**config.mk**
```make
export PLATFORM = sky130hd
export DESIGN_NAME = dma_chan_regs
export DESIGN_NICKNAME = d
export VERILOG_FILES = /design/src/rtl/dma_chan_pkg.sv /design/src/rtl/dma_chan_decode.sv /design/src/rtl/dma_chan_ctrl_merge.sv /design/src/rtl/dma_chan_rdmux.sv /design/src/rtl/dma_chan_regs.sv
export SDC_FILE = /design/constraint.sdc
export NUM_CORES = 1
export LEC_CHECK = 0
export BUFFER_PORTS_ARGS = -buffer_cell sky130_fd_sc_hd__buf_2
export CORE_MARGIN = 2
export CORE_UTILIZATION = 50
export CTS_CLUSTER_DIAMETER = 80
export DETAILED_ROUTE_END_ITERATION = 10
export GPL_TIMING_DRIVEN = 0
export PLACE_DENSITY = 0.85
export SETUP_SLACK_MARGIN = 0.3
export SLEW_MARGIN = 20
export SYNTH_ARGS = -nofsm -noshare
export SYNTH_HDL_FRONTEND = slang
export SYNTH_HIERARCHICAL = 1
export SYNTH_SLANG_ARGS = --single-unit
```
**constraint.sdc**
```tcl
create_clock -name clk -period 4.47 [get_ports clk]
set_input_delay 0.894 -clock clk [delete_from_list [all_inputs] [get_ports clk]]
set_output_delay 0.894 -clock clk [all_outputs]
set_load 0.02 [all_outputs]
```
**src/rtl/dma_chan_pkg.sv**
```systemverilog
package dma_chan_pkg;

    localparam int ST_W    = 16;
    localparam int WORD_W  = 2 * ST_W;

    // status bit positions (decoded by the sequencer)
    localparam int B_RUN   = 15;
    localparam int B_PAUSE = 14;
    localparam int B_FLUSH = 13;
    localparam int B_WAKE  = 12;
    localparam int B_DEAD  = 11;
    localparam int B_ACT   = 10;
    localparam int B_BT    = 8;

    // value bits a control write is allowed to drive
    localparam logic [ST_W-1:0] CTRL_HONOR = 16'hF0FF;

    // word indices inside the channel window
    localparam int IX_CTRL = 0;
    localparam int IX_STAT = 1;
    localparam int IX_PTR  = 3;
    localparam int IX_ISEL = 4;
    localparam int IX_BSEL = 5;
    localparam int IX_WSEL = 6;

    typedef struct packed {
        logic ctrl;
        logic stat;
        logic ptr;
        logic isel;
        logic bsel;
        logic wsel;
    } reg_sel_t;

endpackage

```
**src/rtl/dma_chan_decode.sv**
```systemverilog
module dma_chan_decode
    import dma_chan_pkg::*;
#(
    parameter int ADDR_W     = 12,
    parameter int CHAN_SHIFT = 7,
    parameter int CHAN_ID    = 2
) (
    input  logic              en_i,
    input  logic [ADDR_W-1:0] addr_i,
    output reg_sel_t          sel_o
);
    localparam int CHAN_W = ADDR_W - CHAN_SHIFT;
    localparam int IX_W   = CHAN_SHIFT - 2;
    localparam logic [CHAN_W-1:0] CHAN_BITS = CHAN_W'(CHAN_ID);

    logic            hit;
    logic [IX_W-1:0] ix;

    always_comb begin
        hit = en_i && (addr_i[ADDR_W-1:CHAN_SHIFT] == CHAN_BITS)
                   && (addr_i[1:0] == 2'b00);
        ix  = addr_i[CHAN_SHIFT-1:2];
        sel_o.ctrl = hit && (ix == IX_W'(IX_CTRL));
        sel_o.stat = hit && (ix == IX_W'(IX_STAT));
        sel_o.ptr  = hit && (ix == IX_W'(IX_PTR));
        sel_o.isel = hit && (ix == IX_W'(IX_ISEL));
        sel_o.bsel = hit && (ix == IX_W'(IX_BSEL));
        sel_o.wsel = hit && (ix == IX_W'(IX_WSEL));
    end
endmodule

```
**src/rtl/dma_chan_ctrl_merge.sv**
```systemverilog
module dma_chan_ctrl_merge
    import dma_chan_pkg::*;
(
    input  logic [ST_W-1:0]   old_i,
    input  logic [WORD_W-1:0] wdata_i,
    output logic [ST_W-1:0]   new_o
);
    logic [ST_W-1:0] mask;
    logic [ST_W-1:0] val;
    logic [ST_W-1:0] s;

    always_comb begin
        mask = wdata_i[WORD_W-1:ST_W];
        val  = wdata_i[ST_W-1:0] & CTRL_HONOR;
        s    = (val & mask) | (old_i & ~mask);
        // derived bits, order matters: later rules win
        if (s[B_WAKE]) s[B_ACT] = 1'b1;
        if (s[B_RUN]) begin
            s[B_ACT]  = 1'b1;
            s[B_DEAD] = 1'b0;
        end
        if (s[B_PAUSE]) s[B_ACT] = 1'b0;
        if (old_i[B_RUN] && !s[B_RUN]) begin
            s[B_ACT]  = 1'b0;
            s[B_DEAD] = 1'b0;
        end
        new_o = s;
    end
endmodule

```
**src/rtl/dma_chan_rdmux.sv**
```systemverilog
module dma_chan_rdmux
    import dma_chan_pkg::*;
#(
    parameter int SEL_W = 32
) (
    input  reg_sel_t          sel_i,
    input  logic [ST_W-1:0]   status_i,
    input  logic [WORD_W-1:0] ptr_i,
    input  logic [SEL_W-1:0]  isel_i,
    input  logic [SEL_W-1:0]  bsel_i,
    input  logic [SEL_W-1:0]  wsel_i,
    output logic [WORD_W-1:0] rdata_o
);
    always_comb begin
        rdata_o = '0;
        if (sel_i.ctrl)      rdata_o = '0;   // control is write-only
        else if (sel_i.stat) rdata_o = WORD_W'(status_i);
        else if (sel_i.ptr)  rdata_o = ptr_i;
        else if (sel_i.isel) rdata_o = WORD_W'(isel_i);
        else if (sel_i.bsel) rdata_o = WORD_W'(bsel_i);
        else if (sel_i.wsel) rdata_o = WORD_W'(wsel_i);
    end
endmodule

```
**src/rtl/dma_chan_regs.sv**
```systemverilog
module dma_chan_regs
    import dma_chan_pkg::*;
#(
    parameter int ADDR_W     = 12,
    parameter int CHAN_SHIFT = 7,
    parameter int CHAN_ID    = 2,
    parameter int SEL_W      = 32,
    parameter int PTR_ALIGN  = 4
) (
    input  logic              clk,
    input  logic              rst_n,
    input  logic              wr_en_i,
    input  logic              rd_en_i,
    input  logic [ADDR_W-1:0] addr_i,
    input  logic [31:0]       wdata_i,
    output logic [31:0]       rdata_o,
    input  logic              seq_set_dead_i,
    input  logic              seq_clr_active_i,
    input  logic              seq_clr_bt_i,
    output logic [15:0]       status_o,
    output logic [31:0]       cmd_ptr_o,
    output logic [SEL_W-1:0]  int_sel_o,
    output logic [SEL_W-1:0]  br_sel_o,
    output logic [SEL_W-1:0]  wait_sel_o,
    output logic              run_req_o,
    output logic              flush_req_o,
    output logic              fetch_req_o
);
    localparam int PTR_KEEP = WORD_W - PTR_ALIGN;

    typedef struct packed {
        logic [ST_W-1:0]   status;
        logic [WORD_W-1:0] ptr;
        logic [SEL_W-1:0]  isel;
        logic [SEL_W-1:0]  bsel;
        logic [SEL_W-1:0]  wsel;
        logic              run_req;
        logic              flush_req;
        logic              fetch_req;
    } chan_state_t;

    chan_state_t     st_d, st_q;
    reg_sel_t        wsel_dec, rsel_dec;
    logic [ST_W-1:0] merged;
    logic [ST_W-1:0] st_next;
    logic            ptr_locked;

    dma_chan_decode #(.ADDR_W(ADDR_W), .CHAN_SHIFT(CHAN_SHIFT), .CHAN_ID(CHAN_ID))
        u_wr_dec (.en_i(wr_en_i), .addr_i(addr_i), .sel_o(wsel_dec));

    dma_chan_decode #(.ADDR_W(ADDR_W), .CHAN_SHIFT(CHAN_SHIFT), .CHAN_ID(CHAN_ID))
        u_rd_dec (.en_i(rd_en_i), .addr_i(addr_i), .sel_o(rsel_dec));

    dma_chan_ctrl_merge u_merge (.old_i(st_q.status), .wdata_i(wdata_i), .new_o(merged));

    dma_chan_rdmux #(.SEL_W(SEL_W)) u_rdmux (
        .sel_i   (rsel_dec),
        .status_i(st_q.status),
        .ptr_i   (st_q.ptr),
        .isel_i  (st_q.isel),
        .bsel_i  (st_q.bsel),
        .wsel_i  (st_q.wsel),
        .rdata_o (rdata_o)
    );

    always_comb begin
        st_d           = st_q;
        st_d.run_req   = 1'b0;
        st_d.flush_req = 1'b0;
        st_d.fetch_req = 1'b0;
        ptr_locked     = st_q.status[B_RUN] | st_q.status[B_ACT];

        st_next = st_q.status;
        if (wsel_dec.ctrl)      st_next = merged;
        else if (wsel_dec.stat) st_next = wdata_i[ST_W-1:0];

        // sequencer strobes override the host
        if (seq_set_dead_i)   st_next[B_DEAD] = 1'b1;
        if (seq_clr_active_i) st_next[B_ACT]  = 1'b0;
        if (seq_clr_bt_i)     st_next[B_BT]   = 1'b0;
        st_d.status = st_next;

        if (wsel_dec.ctrl) begin
            st_d.run_req   = st_next[B_ACT];
            st_d.flush_req = st_next[B_FLUSH];
        end

        if (wsel_dec.ptr && !ptr_locked) begin
            st_d.ptr       = {wdata_i[WORD_W-1:PTR_ALIGN], {PTR_ALIGN{1'b0}}};
            st_d.fetch_req = 1'b1;
        end
        if (wsel_dec.isel) st_d.isel = wdata_i[SEL_W-1:0];
        if (wsel_dec.bsel) st_d.bsel = wdata_i[SEL_W-1:0];
        if (wsel_dec.wsel) st_d.wsel = wdata_i[SEL_W-1:0];
    end

    always_ff @(posedge clk or negedge rst_n) begin
        if (!rst_n) st_q <= '0;
        else        st_q <= st_d;
    end

    assign status_o    = st_q.status;
    assign cmd_ptr_o   = st_q.ptr;
    assign int_sel_o   = st_q.isel;
    assign br_sel_o    = st_q.bsel;
    assign wait_sel_o  = st_q.wsel;
    assign run_req_o   = st_q.run_req;
    assign flush_req_o = st_q.flush_req;
    assign fetch_req_o = st_q.fetch_req;

    initial begin
        if (PTR_KEEP <= 0) $error("PTR_ALIGN too large");
    end
endmodule

```
==> results of run 1 <==
power groups by stage:
stage                     clock network [mW]  logic (mW)  registers [mW]
after floorplan                            0      0.0282            1.34
after global placement                     0       0.115            1.33
after detailed placement                   0       0.122            1.33
after CTS                               1.43       0.123            1.31
after global routing                    1.49       0.135            1.31
final                                   1.41       0.123            1.31
repair_timing:
item	4_1_cts	5_1_grt
endpoints found under the setup margin	32	29
endpoints found under the hold margin	0	0
buffers inserted	2	3
gates cloned	0	0
pin swaps	0	1
gates resized for setup	3	13
routing by layer:
layer / part of all wire, % / vias up / GRT usage [%]
met5: 0 / - / 0
met4: 3.0 / 0 / 12.29
met3: 7.1 / 57 / 5.026
met2: 49 / 300 / 45.71
met1: 41 / 3106 / 37.92
li1: - / 2720 / -
worst reg2reg max path: cells and delay by family (launching register included):
family,cells,cell delay (ps)
flip-flops,1,460
AND/OR/NAND/NOR,1,260
multiplexers,1,340
buffers and inverters,2,390
cells by family after synthesis:
| logic type | Yosys count | share of synthesized area [%] |
|---|---|---|
| other | 1 | 0.05176 |
| flip-flops | 143 | 49.40 |
| multiplexers | 152 | 23.40 |
| AO/OA/AOI/OAI | 130 | 13.13 |
| AND/OR/NAND/NOR | 102 | 8.791 |
| buffers and inverters | 58 | 5.233 |
worst max path at each step:
stage	endpoint	slack, ps
2_1_floorplan	rdata_o[0]	340
3_3_place_gp	rdata_o[23]	-640
3_5_place_dp	rdata_o[8]	-150
4_1_cts	rdata_o[6]	260
5_1_grt	rdata_o[6]	270
6_report	rdata_o[6]	330
stage by stage:
step | utilization [%] | setup TNS (ps) | worst slack (ps)
CTS | 66.36 | 0 | 256.2
global placement | 61.51 | -15740 | -635.2
detailed placement | 61.87 | -1554 | -149.2
global route | 66.75 | 0 | 270.5
floorplan | - | 0 | 337.2
finish | 66.75 | 0 | 326.5
layout make-up:
type	count	area (um^2)	area share, %
inverters	8	33.78	0.3604
diodes	1	2.502	0.02670
plain buffers	50	352.8	3.765
repair buffers	232	1209	12.90
clock inverters	8	106.4	1.135
clock buffers	23	488.0	5.206
flip-flops and latches	143	3578	38.18
well taps	180	225.2	2.403
multi-input cells	396	3377	36.03
cells in the mapped netlist, drive strengths merged, types with 2 or more instances:
cell     number  area, um^2
a211oi        3       27.52
a21oi        34       207.7
a221oi       31       334.1
and3b        16       140.1
buf          41       307.8
clkbuf        9       37.54
dfrtp       143        3578
inv           7       28.78
mux2        136        1535
mux2i        16       160.2
nand2        45       168.9
nand2b        2       12.51
nand4bb       2       22.52
nor2          3       11.26
nor2b         5       38.78
nor3b         4       46.29
nor4         12       75.07
o21ai        43       215.2
o221ai       16       140.1
or4           4       30.03
or4b          4       40.04
or4bb         2       22.52
registers in the layout (all words and copies together) (netlist names):
register	flops
flush_req_o	1
status_o	16
cmd_ptr_o	28
run_req_o	1
fetch_req_o	1
br_sel_o	32
int_sel_o	32
wait_sel_o	32
==> impl_metrics.py, run 1 <==
metrics = {
    "logic_synthesis": {
        "seq_area_frac_synth_pct": 49.40,
        "synthArstFlopShare_pct": 100.0,
        "avgSynthCellArea_um2": 12.36,
        "synth_edf_count": 0,
        "synth.cell_area_um2": 7244,
        "ys_types": 45,
        "ys_ff_latch": 143,
        "ys_warn_count": 6,
        "ys.flop_type": "dfrtp_1",
        "synthCells": 586,
    },
    "pwr": {
        "switching_share_pct": 21.81,
        "power.switching_uw": 619.4,
        "fin_total_pwr_mw": 2.841,
        "seqPwrFrac_pct": 46.0,
        "p_leak_nw": 5.023,
        "p_per_area_nw_per_um2": 303.1,
        "pwr-share-clk_pct": 49.7,
        "p_int_mw": 2.221,
        "power_frac_comb_pct": 4.3,
        "ir_drop_mv": 0.2526,
    },
    "setup_path": {
        "critPathLaunchType": "primary input",
        "cp-end-kind": "output port",
        "startpoint": "addr_i[1]",
        "cp.depth": 11,
        "critPathMaxStageDelay_ps": 510,
        "critPathMostFrequentCell": "buf_2",
        "cp_top_family": "buffers and inverters",
        "cp_max_fo": 10,
        "r2r-end": "cmd_ptr_o[28]",
        "r2r-start": "status_o[15]",
        "worstPathRequired_ps": 3580,
        "crit_path_cell_trace": "buf_2, or4_1, buf_2, nor4_2, buf_6, or2_1, buf_6, buf_12, a21oi_2, a221oi_2, buf_2",
        "path_class": "in -> out",
        "critPathBufInv": 6,
        "rr_worst_depth": 4,
        "arrival_ps": 3250,
        "rrSetupSlack_ps": 2890,
        "critical_path.slowest_cell": "or4_1",
    },
    "floorplan": {
        "die_h_um": 124.4,
        "fp.dieArea_um2": 15470,
        "core_um2": 14040,
        "initial_utilization_pct": 51.59,
        "ios": 230,
        "num_rows": 43,
        "die_x_um": 124.4,
    },
    "grt": {
        "grt_pass1_wl_mm": 34.40,
        "grt_max_degree": 98,
        "grt_pass1_vias": 6068,
        "antenna_found_initial": 1,
        "grt_use_total_pct": 28.41,
        "grt_overflow": 0,
    },
    "sta": {
        "fmax_ghz": 0.2413,
        "worst_pin_slew_ps": 1094,
        "slew_headroom_pct": 26.38,
        "finalSetupViolCount": 0,
        "min_period_ps": 4143,
        "timing.hold.ws_ps": 353.8,
        "report.final.slew_viol_count": 0,
        "finalCritPeriodShare_pct": 92.69,
        "finClkSkew_ps": 13.02,
        "rsz0062_at_grt": "yes",
        "hold_viol": 0,
    },
    "detailed_routing": {
        "vias": 6183,
        "drtIter0Drc": 420,
        "drtPass1Iterations": 5,
        "wl_mm": 21.93,
        "viasPerCell": 5.939,
        "remaining_drc_errors": 0,
        "ant_nets": 0,
        "wl_per_cell_um": 21.07,
    },
    "flow_run": {
        "maxCapViolations": 0,
    },
    "clocking": {
        "clockBufferDepth": 2,
        "cts_tree": "done",
        "cts.htree.levels": 4,
        "cts_buffers": 17,
        "clk_pin_slew_ps": 60,
        "postCtsHoldBufs": 0,
        "clk_latency_ps": 420,
        "cts_sinks": 143,
        "root_buffer": "clkbuf_16",
    },
    "placement": {
        "gp_congestion": 0.8588,
        "port_buffers": 225,
        "dp_hpwl_mm": 15.89,
        "dp.cells": 1004,
        "placedInstanceArea_um2": 8688,
    },
    "worst_hold_path": {
        "hold_class": "in -> async",
    },
    "layout": {
        "fin_nets": 899,
        "stdcell_area_um2": 9373,
        "fill_cells": 1076,
        "fin_cells": 1041,
        "mostFrequentLayoutCell": "buf_2",
        "synthToLayoutAreaGrowth_pct": 29.38,
        "drive_gt1_share_pct": 53.84,
        "final_cell_mix": "buf_2, dfrtp_1, mux2_2",
    },
    "status": {
        "status": "completed",
    },
}
No activity file was read; power rests on OpenSTA's default activity.
==> inputs of run 2 (changes only) <==
- CORE_UTILIZATION: 50 -> 45
- PLACE_DENSITY: 0.85 -> 0.81
- clock period: 4.47 -> 3.76 ns (I/O delays scaled with it)
==> run 2 against run 1 <==
Worst setup slack lost 160 ps; power grew 21%; critical path depth is the same; largest power group unchanged; via count grew 2.2%.
==> impl_metrics.py, run 2 (synthesis gave the netlist of run 1 again) <==
metrics = {
    "grt": {
        "grt_pass1_wl_mm": 36.14,
        "grt.busiest_layer": "met2",
        "grt_pass1_vias": 6257,
        "use_met1_pct": 36.39,
        "grt_overflow": 0,
        "antenna_found_initial": 0,
        "use_met3_pct": 7.207,
        "use_met2_pct": 48.13,
        "grt_max_degree": 81,
        "grt_use_total_pct": 28.62,
    },
    "clocking": {
        "cts_buffers": 17,
        "clk_latency_ps": 430,
        "root_buffer": "clkbuf_16",
        "postCtsHoldBufs": 0,
        "cts_tree": "done",
        "clk_pin_slew_ps": 60,
        "cts_sinks": 143,
        "cts.htree.levels": 4,
        "clockBufferDepth": 2,
    },
    "worst_hold_path": {
        "hold_class": "in -> async",
    },
    "detailed_routing": {
        "ant_nets": 0,
        "vias": 6322,
        "wl_mm": 24.57,
        "viasPerCell": 5.747,
        "wl_per_cell_um": 22.34,
        "drtIter0Drc": 381,
        "drtPass1Iterations": 7,
        "remaining_drc_errors": 0,
    },
    "layout": {
        "drive_gt1_share_pct": 62.67,
        "fill_cells": 1125,
        "regArea_um2": 3578,
        "final_cell_mix": "buf_2, dfrtp_1, mux2_2",
        "stdcell_area_um2": 10630,
        "multi_input_area_um2": 4040,
        "fin_nets": 922,
        "diodes": 0,
        "synthToLayoutAreaGrowth_pct": 46.79,
        "mostFrequentLayoutCell": "buf_2",
    },
    "sta": {
        "slew_headroom_pct": 47.74,
        "timing.hold.ws_ps": 310.3,
        "fin_ws_ps": 168.1,
        "worst_pin_slew_ps": 777.5,
        "rsz0062_at_grt": "yes",
        "fmax_ghz": 0.2784,
        "finClkSkew_ps": 7.400,
        "fin_setup_tns_ps": 0,
        "finalSetupViolCount": 0,
        "min_period_ps": 3592,
        "report.final.slew_viol_count": 0,
        "hold_viol": 0,
        "finalCritPeriodShare_pct": 95.53,
    },
    "setup_path": {
        "cp-end-kind": "output port",
        "critPathLaunchType": "primary input",
        "arrival_ps": 2840,
        "r2r-start": "status_o[15]",
        "path_class": "in -> out",
        "cp_max_fo": 6,
        "startpoint": "addr_i[1]",
        "worstPathRequired_ps": 3010,
    },
    "placement": {
        "port_buffers": 225,
        "placedInstanceArea_um2": 8936,
        "dp_hpwl_mm": 16.69,
        "dp_slack_ps": -553.6,
        "gp_congestion": 0.7787,
    },
    "floorplan": {
        "fp.dieArea_um2": 17130,
        "die_h_um": 130.9,
        "ios": 230,
        "num_rows": 46,
        "initial_utilization_pct": 45.77,
        "die_x_um": 130.9,
        "core_um2": 15830,
    },
    "flow_run": {
        "maxCapViolations": 0,
    },
    "pwr": {
        "p_leak_nw": 5.410,
        "fin_total_pwr_mw": 3.436,
        "p_per_area_nw_per_um2": 323.1,
        "ir_drop_mv": 0.3074,
    },
    "status": {
        "status": "completed",
    },
}
[run 2: cell types whose count changed in the layout (fill, tap and decap cells not counted), moves of 6 or more]
cell	before	now
buf_8	2	8
o21ai_2	0	15
o221ai_4	0	6
buf_2	243	208
o21ai_1	17	10
o221ai_1	16	4
buf_4	17	36
a221oi_1	21	0
o21ai_0	26	17
buf_12	1	8
o221ai_2	0	6
a221oi_4	0	16
buf_6	8	34
[run 2: per-stage QoR]
| stage | util, % | cells |
|---|---|---|
| 2_1_floorplan | - | 597 |
| 3_3_place_gp | 56.18 | 1038 |
| 3_5_place_dp | 56.46 | 1039 |
| 4_1_cts | 65.36 | 1093 |
| 5_1_grt | 67.19 | 1100 |
| 6_report | 67.19 | 1100 |
[run 2: routing by layer]
metal / part of all wire (%) / vias up
li1: - / 2784
met1: 42 / 3187
met2: 50 / 303
met3: 6.9 / 48
met4: 2.0 / 0
met5: 0 / -
[run 2: report_power, final]
group | leakage [nW] | switching (mW) | internal, mW
registers | 1.99 | 0.00750 | 1.55
clock network | 0.289 | 0.685 | 1.03
logic | 3.13 | 0.107 | 0.0579
[run 2: cell type report]
class	count	area share (%)
multi-input cells	396	37.99
flip-flops and latches	143	33.65
repair buffers	255	15.14
plain buffers	50	4.683
clock buffers	20	4.389
well taps	216	2.541
clock inverters	12	1.247
inverters	8	0.3530
[run 2: what timing repair did]
action / CTS / global route
gates resized for setup: 127 / 60
pin swaps: 28 / 18
gates cloned: 3 / 0
setup buffers: 19 / 7
setup endpoints to repair: 32 / 32
[run 2: worst max-delay path, cell delays in order]
cell      delay (ps)
buf_6             90
or4_4            550
buf_12           170
nor4_4           160
nand2b_4         190
buf_8            130
buf_12           110
buf_12           120
o221ai_4         120
a221oi_4         290
buf_6            160
[run 2: worst paths after layout]
path,endpoint,slack (ps),cells past startpoint
setup / recovery,rdata_o[15],170,11
setup reg to reg,cmd_ptr_o[22],2180,4
min in group clk,status_o[8],470,2
max in group asynchronous,int_sel_o[13],2710,2
hold / removal,br_sel_o[21],310,1
hold reg to reg,wait_sel_o[8],500,1
==> inputs of run 3 (changes only) <==
- CORE_MARGIN: 2 -> 8
- MAX_ROUTING_LAYER: default -> met4
==> run 3 against run 2 <==
Cell area shrank 2.4%; critical path type unchanged; fmax shrank 1.0%; count of clock-buffer cells in the layout shrank 1; largest power group unchanged; first-iteration DRC count shrank 1.8%.
==> impl_metrics.py, run 3 (synthesis gave the netlist of run 1 again) <==
metrics = {
    "status": {
        "status": "completed",
    },
    "clocking": {
        "clk_latency_ps": 430,
        "cts_sinks": 143,
        "cts.htree.levels": 4,
        "cts_buffers": 17,
        "clk_pin_slew_ps": 60,
        "clockBufferDepth": 2,
        "cts_tree": "done",
        "root_buffer": "clkbuf_16",
    },
    "detailed_routing": {
        "viasPerCell": 5.775,
        "drtPass1Iterations": 5,
        "drtIter0Drc": 374,
        "ant_nets": 0,
        "vias": 6353,
        "wl_per_cell_um": 23.35,
        "remaining_drc_errors": 0,
        "wl_mm": 25.69,
    },
    "placement": {
        "dp_hpwl_mm": 18.17,
        "gp_congestion": 0.8648,
        "port_buffers": 225,
    },
    "layout": {
        "fill_cells": 1180,
        "mostFrequentLayoutCell": "buf_2",
        "drive_gt1_share_pct": 61.99,
        "synthToLayoutAreaGrowth_pct": 43.30,
        "diodes": 0,
        "fin_nets": 922,
        "final_cell_mix": "buf_2, dfrtp_1, mux2_2",
    },
    "sta": {
        "timing.hold.ws_ps": 294.3,
        "report.final.slew_viol_count": 0,
        "worst_pin_slew_ps": 824.0,
        "rsz0062_at_grt": "yes",
        "finClkSkew_ps": 8.071,
        "hold_viol": 0,
        "slew_headroom_pct": 44.61,
        "fmax_ghz": 0.2756,
        "min_period_ps": 3629,
        "finalCritPeriodShare_pct": 96.51,
        "finalSetupViolCount": 0,
    },
    "setup_path": {
        "cp-end-kind": "output port",
        "r2r-end": "cmd_ptr_o[24]",
        "arrival_ps": 2880,
        "cp_max_fo": 6,
        "worstPathRequired_ps": 3010,
        "path_class": "in -> out",
        "critical_path.slowest_cell": "or4_4",
        "critPathMaxStageDelay_ps": 540,
        "r2r-start": "status_o[15]",
        "rrSetupSlack_ps": 2160,
        "rr_worst_depth": 4,
        "critPathMostFrequentCell": "buf_6",
        "critPathLaunchType": "primary input",
        "crit_path_cell_trace": "buf_6, or4_4, buf_8, nor4_4, buf_6, or2_1, buf_6, buf_6, a21oi_2, a221oi_2, buf_4",
    },
    "worst_hold_path": {
        "hold_class": "in -> async",
    },
    "floorplan": {
        "ios": 230,
        "fp.dieArea_um2": 20410,
        "initial_utilization_pct": 45.77,
        "die_x_um": 142.9,
        "core_um2": 15830,
        "die_h_um": 142.9,
        "num_rows": 46,
    },
    "pwr": {
        "p_per_area_nw_per_um2": 333.1,
        "p_leak_nw": 5.351,
        "ir_drop_mv": 0.2784,
        "fin_total_pwr_mw": 3.458,
    },
    "grt": {
        "grt_pass1_wl_mm": 38.53,
        "grt_pass1_vias": 6618,
        "grt_max_degree": 78,
        "grt_use_total_pct": 25.56,
        "antenna_found_initial": 0,
        "grt_overflow": 0,
    },
    "flow_run": {
        "maxCapViolations": 0,
    },
}
==> run 3: cell count changes in the layout (fill, tap and decap cells not counted), moves of 3 or more <==
cell / before / now
a21oi_2: 10 / 13
a221oi_2: 15 / 20
o21ai_1: 10 / 15
a221oi_4: 16 / 11
buf_6: 34 / 30
nand2_2: 4 / 1
o221ai_4: 6 / 1
buf_4: 36 / 51
o221ai_2: 6 / 9
buf_12: 8 / 4
nand2_1: 40 / 44
a21oi_4: 4 / 1
o21ai_0: 17 / 13
==> run 3: how the worst max path moves through the flow <==
stage	startpoint	endpoint	slack [ps]	cells past startpoint
finish	addr_i[9]	rdata_o[0]	130	11
global route	addr_i[9]	rdata_o[0]	90	11
CTS	addr_i[9]	rdata_o[15]	170	11
detailed placement	addr_i[1]	rdata_o[21]	-530	9
global placement	addr_i[1]	rdata_o[21]	-500	9
floorplan	addr_i[1]	rdata_o[10]	280	9
==> run 3: worst max-delay path, delay by kind of cell <==
family / cells / cell delay (ps)
AO/OA/AOI/OAI: 2 / 300
buffers and inverters: 6 / 900
AND/OR/NAND/NOR: 3 / 910
==> run 3: metal layers <==
layer	vias to the layer above	GRT usage, %	wire [um]	part of all wire, %
met2	295	41.06	12750	50
met1	3256	31.66	10610	41
met3	35	5.543	1972	7.7
met5	-	-	0	0
met4	0	8.166	354	1.4
li1	2767	-	-	-
==> run 3: repair_timing <==
action                                 CTS  global route
setup endpoints to repair               32            32
buffers inserted                        16            10
pin swaps                               23             9
cloned                                   1             2
hold buffers                             0             0
endpoints found under the hold margin    0             0
resized for setup                      107            48
==> run 3: layout make-up <==
type | instances | area [um^2] | area share, %
buffer | 50 | 435.4 | 4.194
clock buffer | 19 | 452.9 | 4.363
clock inverter | 13 | 151.4 | 1.458
inverter | 8 | 37.54 | 0.3616
multi-input combinational | 396 | 3866 | 37.24
sequential | 143 | 3578 | 34.47
tap | 216 | 270.3 | 2.603
timing repair buffer | 255 | 1589 | 15.31
==> run 3: stage by stage <==
stage	cell area (um^2)	setup TNS (ps)	setup slack (ps)	std cells	utilization, %
6_report	10380	0	131.1	1100	65.59
5_1_grt	10380	0	92.10	1100	65.59
4_1_cts	10130	0	171.8	1088	64.01
3_5_place_dp	8936	-10230	-531.3	1039	56.46
3_3_place_gp	8892	-25940	-502.9	1038	56.18
2_1_floorplan	7496	0	275.8	597	-
==> run 3: power breakdown <==
group	internal (mW)	total, mW	leakage (nW)	switching (mW)
combinational	0.0569	0.165	3.07	0.108
clock	1.03	1.74	0.289	0.716
sequential	1.55	1.55	1.99	0.00684
